==> config.mk <==
export PLATFORM = sky130hd
export DESIGN_NAME = vic_top
export DESIGN_NICKNAME = d
export VERILOG_FILES = /design/src/rtl/ivc_pkg.sv /design/src/rtl/ivc_cfg.sv /design/src/rtl/ivc_sense.sv /design/src/rtl/ivc_lowest.sv /design/src/rtl/vic_top.sv
export SDC_FILE = /design/constraint.sdc
export NUM_CORES = 1
export LEC_CHECK = 0
export BUFFER_PORTS_ARGS = -buffer_cell sky130_fd_sc_hd__buf_4
export CORE_MARGIN = 5
export CORE_UTILIZATION = 35
export CTS_CLUSTER_SIZE = 30
export DETAILED_ROUTE_END_ITERATION = 8
export PLACE_DENSITY = 0.54
export SKIP_CTS_REPAIR_TIMING = 1
export SYNTH_ARGS = -nofsm -noshare
export SYNTH_HDL_FRONTEND = slang
export SYNTH_HIERARCHICAL = 1
export SYNTH_SLANG_ARGS = --single-unit
==> constraint.sdc <==
create_clock -name clk -period 3.45 [get_ports clk]
set_input_delay 0.345 -clock clk [delete_from_list [all_inputs] [get_ports clk]]
set_output_delay 0.345 -clock clk [all_outputs]
set_load 0.02 [all_outputs]
==> src/rtl/ivc_pkg.sv <==
package ivc_pkg;
    localparam int DEF_LINES = 64;

    typedef enum logic [1:0] {
        CFG_MASK  = 2'd0,
        CFG_TRIG  = 2'd1,
        CFG_CLASS = 2'd2,
        CFG_MODE  = 2'd3
    } cfg_sel_e;

    typedef struct packed {
        logic nest_off;
    } mode_t;
endpackage

==> src/rtl/ivc_cfg.sv <==
module ivc_cfg #(
    parameter int N = ivc_pkg::DEF_LINES
) (
    input  logic         clk,
    input  logic         rst,
    input  logic         we,
    input  logic [1:0]   sel,
    input  logic [N-1:0] data,
    output logic [N-1:0] mask,
    output logic [N-1:0] trig,
    output logic [N-1:0] cls,
    output ivc_pkg::mode_t mode
);
    import ivc_pkg::*;

    always_ff @(posedge clk) begin
        if (rst) begin
            mask <= '1;
            trig <= '0;
            cls  <= '0;
            mode <= '0;
        end else if (we) begin
            case (cfg_sel_e'(sel))
                CFG_MASK:  mask <= data;
                CFG_TRIG:  trig <= data;
                CFG_CLASS: cls  <= data;
                CFG_MODE:  mode.nest_off <= data[0];
                default:   ;
            endcase
        end
    end
endmodule

==> src/rtl/ivc_sense.sv <==
module ivc_sense #(
    parameter int N = ivc_pkg::DEF_LINES
) (
    input  logic         clk,
    input  logic         rst,
    input  logic [N-1:0] irq_in,
    input  logic [N-1:0] mask,
    input  logic [N-1:0] trig,
    input  logic [N-1:0] cls,
    input  logic [N-1:0] ack,
    output logic [N-1:0] req
);
    logic [N-1:0] prev_q;
    logic [N-1:0] latch_q;

    for (genvar g = 0; g < N; g++) begin : g_line
        logic lvl_act;
        logic rise;
        assign lvl_act = cls[g] ? ~irq_in[g] : irq_in[g];
        assign rise    = irq_in[g] & ~prev_q[g];
        assign req[g]  = trig[g] ? lvl_act : latch_q[g];

        always_ff @(posedge clk) begin
            if (rst) begin
                prev_q[g]  <= 1'b0;
                latch_q[g] <= 1'b0;
            end else begin
                prev_q[g]  <= irq_in[g];
                latch_q[g] <= ((latch_q[g] & ~ack[g]) | (rise & ~mask[g])) & ~trig[g];
            end
        end
    end
endmodule

==> src/rtl/ivc_lowest.sv <==
module ivc_lowest #(
    parameter int N = ivc_pkg::DEF_LINES,
    parameter int W = $clog2(N)
) (
    input  logic [N-1:0] vec,
    output logic         found,
    output logic [W-1:0] idx
);
    always_comb begin
        found = 1'b0;
        idx   = '0;
        for (int i = N - 1; i >= 0; i--) begin
            if (vec[i]) begin
                found = 1'b1;
                idx   = W'(i);
            end
        end
    end
endmodule

==> src/rtl/vic_top.sv <==
module vic_top #(
    parameter int LINES = ivc_pkg::DEF_LINES,
    parameter int IDX_W = $clog2(LINES)
) (
    input  logic             clk,
    input  logic             rst,
    input  logic [LINES-1:0] irq_in,
    input  logic             cfg_we,
    input  logic [1:0]       cfg_sel,
    input  logic [LINES-1:0] cfg_data,
    input  logic             vec_rd,
    input  logic             eoi_we,
    input  logic [IDX_W-1:0] eoi_vec,
    output logic             irq_out,
    output logic [IDX_W-1:0] vec_idx,
    output logic             vec_passive
);
    import ivc_pkg::*;

    logic [LINES-1:0] mask_q, trig_q, cls_q;
    mode_t            mode_q;
    logic [LINES-1:0] req, elig, isr_q, ack_oh, eoi_oh;
    logic             win_found, isr_found;
    logic [IDX_W-1:0] win_idx, isr_low;
    logic             nest_off;

    assign nest_off = mode_q.nest_off;

    ivc_cfg #(.N(LINES)) u_cfg (
        .clk(clk), .rst(rst), .we(cfg_we), .sel(cfg_sel), .data(cfg_data),
        .mask(mask_q), .trig(trig_q), .cls(cls_q), .mode(mode_q)
    );

    ivc_sense #(.N(LINES)) u_sense (
        .clk(clk), .rst(rst), .irq_in(irq_in), .mask(mask_q), .trig(trig_q),
        .cls(cls_q), .ack(ack_oh), .req(req)
    );

    assign elig = req & ~mask_q & ~isr_q;

    ivc_lowest #(.N(LINES), .W(IDX_W)) u_win (
        .vec(elig), .found(win_found), .idx(win_idx)
    );

    ivc_lowest #(.N(LINES), .W(IDX_W)) u_isr (
        .vec(isr_q), .found(isr_found), .idx(isr_low)
    );

    assign irq_out     = win_found & (nest_off | ~isr_found | (win_idx < isr_low));
    assign vec_idx     = irq_out ? win_idx : '0;
    assign vec_passive = ~irq_out;

    always_comb begin
        ack_oh = '0;
        eoi_oh = '0;
        if (vec_rd && irq_out) ack_oh[win_idx] = 1'b1;
        if (eoi_we)            eoi_oh[eoi_vec] = 1'b1;
    end

    always_ff @(posedge clk) begin
        if (rst) isr_q <= '0;
        else     isr_q <= (isr_q & ~eoi_oh) | ack_oh;
    end
endmodule

==> run summary, run 1 <==
Synth Instances: 2146
Worst slew margin: 19.25%
Total Routing Usage GR: 20.45%
grt met2 use: 34.76%
Syn Std Cell Area: 0.01950 mm²
Clock Skew: 0.01883 ns
Tightest Pin Transition: 1.208 ns
Worst VDD drop: 0.3205 mV
leakage power: 10.74 nW
Setup CP Type: flip-flop to output port
area grow syn2layout: 41.71%
CP delay by family, top: compound AO/OA/AOI/OAI gates
ys async rst share: 0%
crit share post-route: 124.9%
CP max stage delay: 0.40 ns
max_cap viols: 0
Buf/Inv on CP: 3
Tmin final: 4.308 ns
# rows: 86
setup violators final: 136
YS warnings: 6
multi-input logic area: 0.01258 mm²
Mean Syn Cell Area: 9.085 µm²
Clk Tree Root Cell: clkbuf_16
Most Frequent Cell on Critical Path: o311ai_2
WP data required: 3.11 ns
count of unique library cells instantiated by Yosys: 68
Fin Setup TNS: -47.59 ns
post-layout instance area: 0.02763 mm²
RSZ-0062 raised after global routing: yes
initial cell density of the core: 35.39%
WL per Instance: 19.75 µm
CP Launch Type: flip-flop
f_max: 232.1 MHz
Core ar.: 0.05509 mm²
slowest CP cell: o311ai_2
via count: 17.77k
nets: 2787
Max Root-Sink Buffers: 3
GRT met1 Usage: 26.30%
# IOs: 149
register area: 0.007710 mm²
Worst Path Max Fanout: 7
drt pass-1 iters: 6
routability congestion estimate: 0.9772
FILL cells: 5110
GR Overflow Total: 0
crit path DAT: 3.96 ns
commonest non-fill, non-tap cell in the layout: buf_4
Die Area: 0.06053 mm²
Top FF cell, synth: dfxtp_1
failing checks: negative setup slack
CTS tree: yes
largest net degree at the start of global routing: 198
Post-Route WL: 67690 µm
layout cells sized above 1: 33.88%
syn nets: 2292
Remaining DRCs: 0
Synth Register Bits: 385
initial antenna violation count: 0
Crit. End Element: output port
vias per inst: 5.186
Post-DRT Antenna Nets: 0
Slew Viols, Final: 0
number of synthesized flops with an enable pin: 0
Die Height: 246.0 µm
worst min path class: primary input to flip-flop
Iter 0 DRT Violations: 1195
gr busiest metal: met2
commonest non-fill, non-tap cells in the layout: 511 x buf_4, 383 x dfxtp_1, 258 x nor2_1
final setup margin: -0.8582 ns
clk_lat worst skew: 0.58 ns
Final Hold Fails: 0
clock buffer count from CTS: 46
I/O Buffers: 148
cell area power density: 450.2 mW/mm²
H-Tree Depth: 2
Clock Pin Slew Worst Setup and Hold Paths: 0.06 ns
crit path cell chain: xnor2_1 > a21oi_1 > nor3b_4 > nor2_2 > o311ai_2 > buf_4 > a311oi_2 > o311ai_2 > a41oi_2 > a21oi_2 > ha_1 > a21o_1 > a211o_4 > buf_12 > nor2_4 > buf_6
status: finished with violations
first-pass GRT wire length: 98280 µm
CTS sink cnt: 385
Final HPWL DP: 46060 µm
Layout Utilization: 50.15%
number of global-route vias before repair: 17.50k
Placement Cell Area: 0.02378 mm²
Chip Width: 246.0 µm
Seq/Total Area, Yosys: 39.53%
met3 Usage GRT: 2.929%
## Yosys cell counts, types with 32 or more instances
cell      count  area share (%)
nand2_1      63             1.2
nor3b_1      66             2.5
mux2i_1     193             9.9
nand3_1      51             1.3
a21oi_1      92             2.4
o31ai_1      61             2.3
clkbuf_1     33            0.64
nand2b_1    263             8.4
nor2_1      267             5.1
or3b_1       64             2.9
nor3_1       73             1.9
o211ai_1     34             1.3
inv_1        42            0.81
a211oi_2     64             4.1
nor4_1       32             1.0
xnor2_1      64             2.9
nor2b_1      74             2.4
dfxtp_1     385              40
## path summary, 6_finish.rpt
kind / depth (start not counted) / to / slack, ns / startpoint
hold reg to reg: 2 / u_sense/latch_q[16] / 0.48 / u_sense/latch_q[16]
hold / removal: 2 / u_sense/prev_q[31] / 0.005 / irq_in[31]
setup reg to reg: 19 / u_sense/latch_q[62] / -0.62 / u_cfg/cls[62]
setup / recovery: 16 / vec_idx[4] / -0.86 / u_cfg/cls[62]
## sequential cells by signal (all words and copies together) (netlist names)
name	flops
isr_q	64
u_cfg/cls	64
u_cfg/mask	64
u_cfg/trig	64
u_sense/latch_q	64
u_sense/prev_q	64
u_cfg/mode	1
## metal layers
metal	vias up	wire, µm
li1	8596	-
met1	8505	29330
met2	522	32200
met3	149	3421
met4	0	2744
met5	-	0
## cell families (layout without fill, tap and decap cells)
kind of cell	Yosys count	after routing	share of synthesized area [%]
mux	193	193	9.908
buf+inv	155	686	4.569
xor+xnor	64	64	2.875
simple gates	1014	1014	29.59
fa+ha+maj	5	5	0.3209
compound gates	330	330	13.21
flops	385	385	39.53
other cells	0	2	0
## through the flow
stage	total power [mW]	cells	hold slack, ns	setup WS (ns)
2_1_floorplan	5.734	2146	0.4585	-0.01951
3_3_place_gp	6.486	3302	0.4688	-0.6716
3_5_place_dp	6.509	3302	0.4754	-0.7504
4_1_cts	11.62	3386	-0.01846	-1.109
5_1_grt	12.87	3425	0.001673	-1.015
6_report	12.44	3427	0.005359	-0.8582
## worst reg2reg max path, cell delays in order (launching register included)
cell and delay [ns]:
dfxtp_1 0.32, xnor2_1 0.14, a21oi_1 0.15, nor3b_4 0.25, nor2_2 0.06, o311ai_2 0.26, buf_4 0.17, a311oi_2 0.10
o311ai_2 0.40, a41oi_2 0.17, a21oi_2 0.19, ha_1 0.25, a21o_1 0.20, a211o_4 0.37, buf_12 0.17, buf_4 0.19
buf_4 0.15, nor3_2 0.19, nand2b_4 0.15, a211oi_2 0.05
## layout make-up
type	count	share of cell area (%)
clock buffer	74	5.357
sequential	385	27.91
inverter	47	0.6566
timing repair buffer	555	16.68
tap	748	3.387
clock inverter	10	0.4619
multi-input combinational	1606	45.53
antenna	2	0.01811
## report_power, final
| part | total (mW) | leakage [nW] | switching (mW) | internal [mW] |
|---|---|---|---|---|
| sequential | 4.68 | 3.14 | 0.0875 | 4.59 |
| clock | 5.08 | 0.796 | 1.94 | 3.15 |
| combinational | 2.68 | 6.81 | 1.52 | 1.16 |
| total | 12.4 | 10.7 | 3.54 | 8.90 |
Power figures use the tool's default switching activity.
==> inputs of run 2 (changes only) <==
--- a/config.mk
+++ b/config.mk
@@ -6,6 +6,8 @@
 export NUM_CORES = 1
 export LEC_CHECK = 0
 export BUFFER_PORTS_ARGS = -buffer_cell sky130_fd_sc_hd__buf_4
+export CAP_MARGIN = 25
+export CORE_ASPECT_RATIO = 1.25
 export CORE_MARGIN = 5
 export CORE_UTILIZATION = 35
 export CTS_CLUSTER_SIZE = 30
==> run 2 against run 1 <==
Compared with the run above:
- the flow still finishes with violations (negative setup slack)
- final cell count fell by 0.58%
- sequential power barely moved
- clock skew fell by 0.0057 ns
- first-iteration DRC count rose by 3.2%
- clock power fell by 11%
- count of clock-buffer cells in the layout fell by 7
- fmax fell by 2.4%
- wire length fell by 0.33%
- hold slack improved by 0.012 ns
- critical endpoint is now vec_idx[5]
- largest cell class unchanged
- highest routed layer unchanged
==> run summary, run 2 (same netlist as run 1, synthesis figures left out) <==
worst min path class: primary input to flip-flop
Clock Pin Slew Worst Setup and Hold Paths: 0.06 ns
# IOs: 149
first-pass GRT wire length: 99840 µm
layout cells sized above 1: 33.13%
Post-DRT Antenna Nets: 0
commonest non-fill, non-tap cells in the layout: 517 x buf_4, 384 x dfxtp_1, 259 x nor2_1
Die Height: 273.9 µm
Crit. End Element: output port
Worst Path Max Fanout: 7
Tmin final: 4.412 ns
via count: 17.70k
Slew Viols, Final: 0
Worst slew margin: 20.99%
# rows: 96
Remaining DRCs: 0
initial cell density of the core: 35.44%
Post-Route WL: 67460 µm
Clock Skew: 0.01315 ns
Final Hold Fails: 0
Tot Pwr: 11.75 mW
reg2reg setup slack: -0.66 ns
Total Routing Usage GR: 20.64%
cell area power density: 431.2 mW/mm²
f_max: 226.7 MHz
setup violators final: 136
Chip Width: 221.1 µm
Final HPWL DP: 47280 µm
commonest non-fill, non-tap cell in the layout: buf_4
vias per inst: 5.195
area grow syn2layout: 39.74%
Iter 0 DRT Violations: 1233
routability congestion estimate: 0.9517
Final Non-Filler Cells: 3407
H-Tree Depth: 2
WP data required: 3.11 ns
largest net degree at the start of global routing: 182
initial antenna violation count: 1
WL per Instance: 19.80 µm
status: finished with violations
Layout Utilization: 49.52%
Core ar.: 0.05501 mm²
Worst VDD drop: 0.2946 mV
crit path DAT: 4.07 ns
drt pass-1 iters: 6
CTS tree: yes
Die Area: 0.06056 mm²
WHS: 0.01718 ns
final setup margin: -0.9620 ns
RSZ-0062 raised after global routing: yes
leakage power: 10.74 nW
Clk Tree Root Cell: clkbuf_16
GR Overflow Total: 0
CTS sink cnt: 385
I/O Buffers: 148
Cell Count Post-Placement: 3302
clk_lat worst skew: 0.57 ns
Fin Setup TNS: -55.39 ns
nets: 2787
max_cap viols: 0
CP Launch Type: flip-flop
Setup CP Type: flip-flop to output port
crit share post-route: 127.9%
Tightest Pin Transition: 1.182 ns
Max Root-Sink Buffers: 3
number of global-route vias before repair: 17.80k
clock buffer count from CTS: 43
failing checks: negative setup slack
==> run 2: changes by cell type in the layout (fill, tap and decap cells not counted), sizes merged <==
cell	delta
inv	+2
bufinv	-1
buf	+7
a21o	+1
dlygate4sd3	-4
clkbuf	-7
clkinv	-3
diode	-1
clkdlybuf4s15	-1
==> run 2: worst max-delay path, cell delays in order, from the launching register on <==
cell      delay [ns]
dfxtp_1         0.32
xnor2_1         0.14
a21oi_1         0.15
nor3b_2         0.21
buf_4           0.15
nor2_2          0.04
o311ai_2        0.25
buf_4           0.17
a311oi_4        0.10
o311ai_4        0.33
a41oi_2         0.19
a21oi_2         0.19
ha_1            0.24
a21o_1          0.24
a211o_4         0.40
buf_16          0.17
nor2_4          0.09
buf_6           0.12
==> run 2: routing by layer <==
layer / track usage [%] / part of all wire (%) / wire length, µm / up-vias
met5: 0 / 0 / 0 / -
met4: 8.931 / 4.1 / 2771 / 0
met3: 2.720 / 4.8 / 3265 / 156
met2: 36.97 / 50 / 34040 / 527
met1: 24.83 / 41 / 27380 / 8441
li1: - / - / - / 8576
==> run 2: layout make-up <==
class | count | area [µm²]
antenna | 1 | 2.502
fill | 5219 | 27770
clock buffer | 67 | 1266
clock inverter | 8 | 96.34
inverter | 47 | 176.4
timing repair buffer | 557 | 4599
multi-input combinational | 1607 | 12480
tap | 735 | 919.6
sequential | 385 | 7709
==> run 2: final timing paths <==
path	startpoint	to	cells past startpoint
min reg2reg	u_cfg/cls[31]	u_cfg/cls[31]	2
min	irq_in[56]	u_sense/prev_q[56]	2
max	u_cfg/cls[62]	vec_idx[5]	17
max reg2reg	u_cfg/cls[62]	u_sense/latch_q[35]	20
==> run 2: report_power, final <==
part | switching [mW] | internal (mW) | total [mW] | leakage, nW
registers | 0.0872 | 4.59 | 4.67 | 3.14
logic | 1.47 | 1.10 | 2.56 | 6.93
clock network | 1.85 | 2.66 | 4.51 | 0.667
total | 3.40 | 8.35 | 11.7 | 10.7
==> run 2: per-stage QoR <==
step	cell area, µm²	worst slack [ns]
5_1_grt	27240	-1.148
6_report	27240	-0.9620
3_3_place_gp	23830	-0.9964
3_5_place_dp	23830	-0.9840
4_1_cts	25200	-1.446
2_1_floorplan	19510	-0.01951
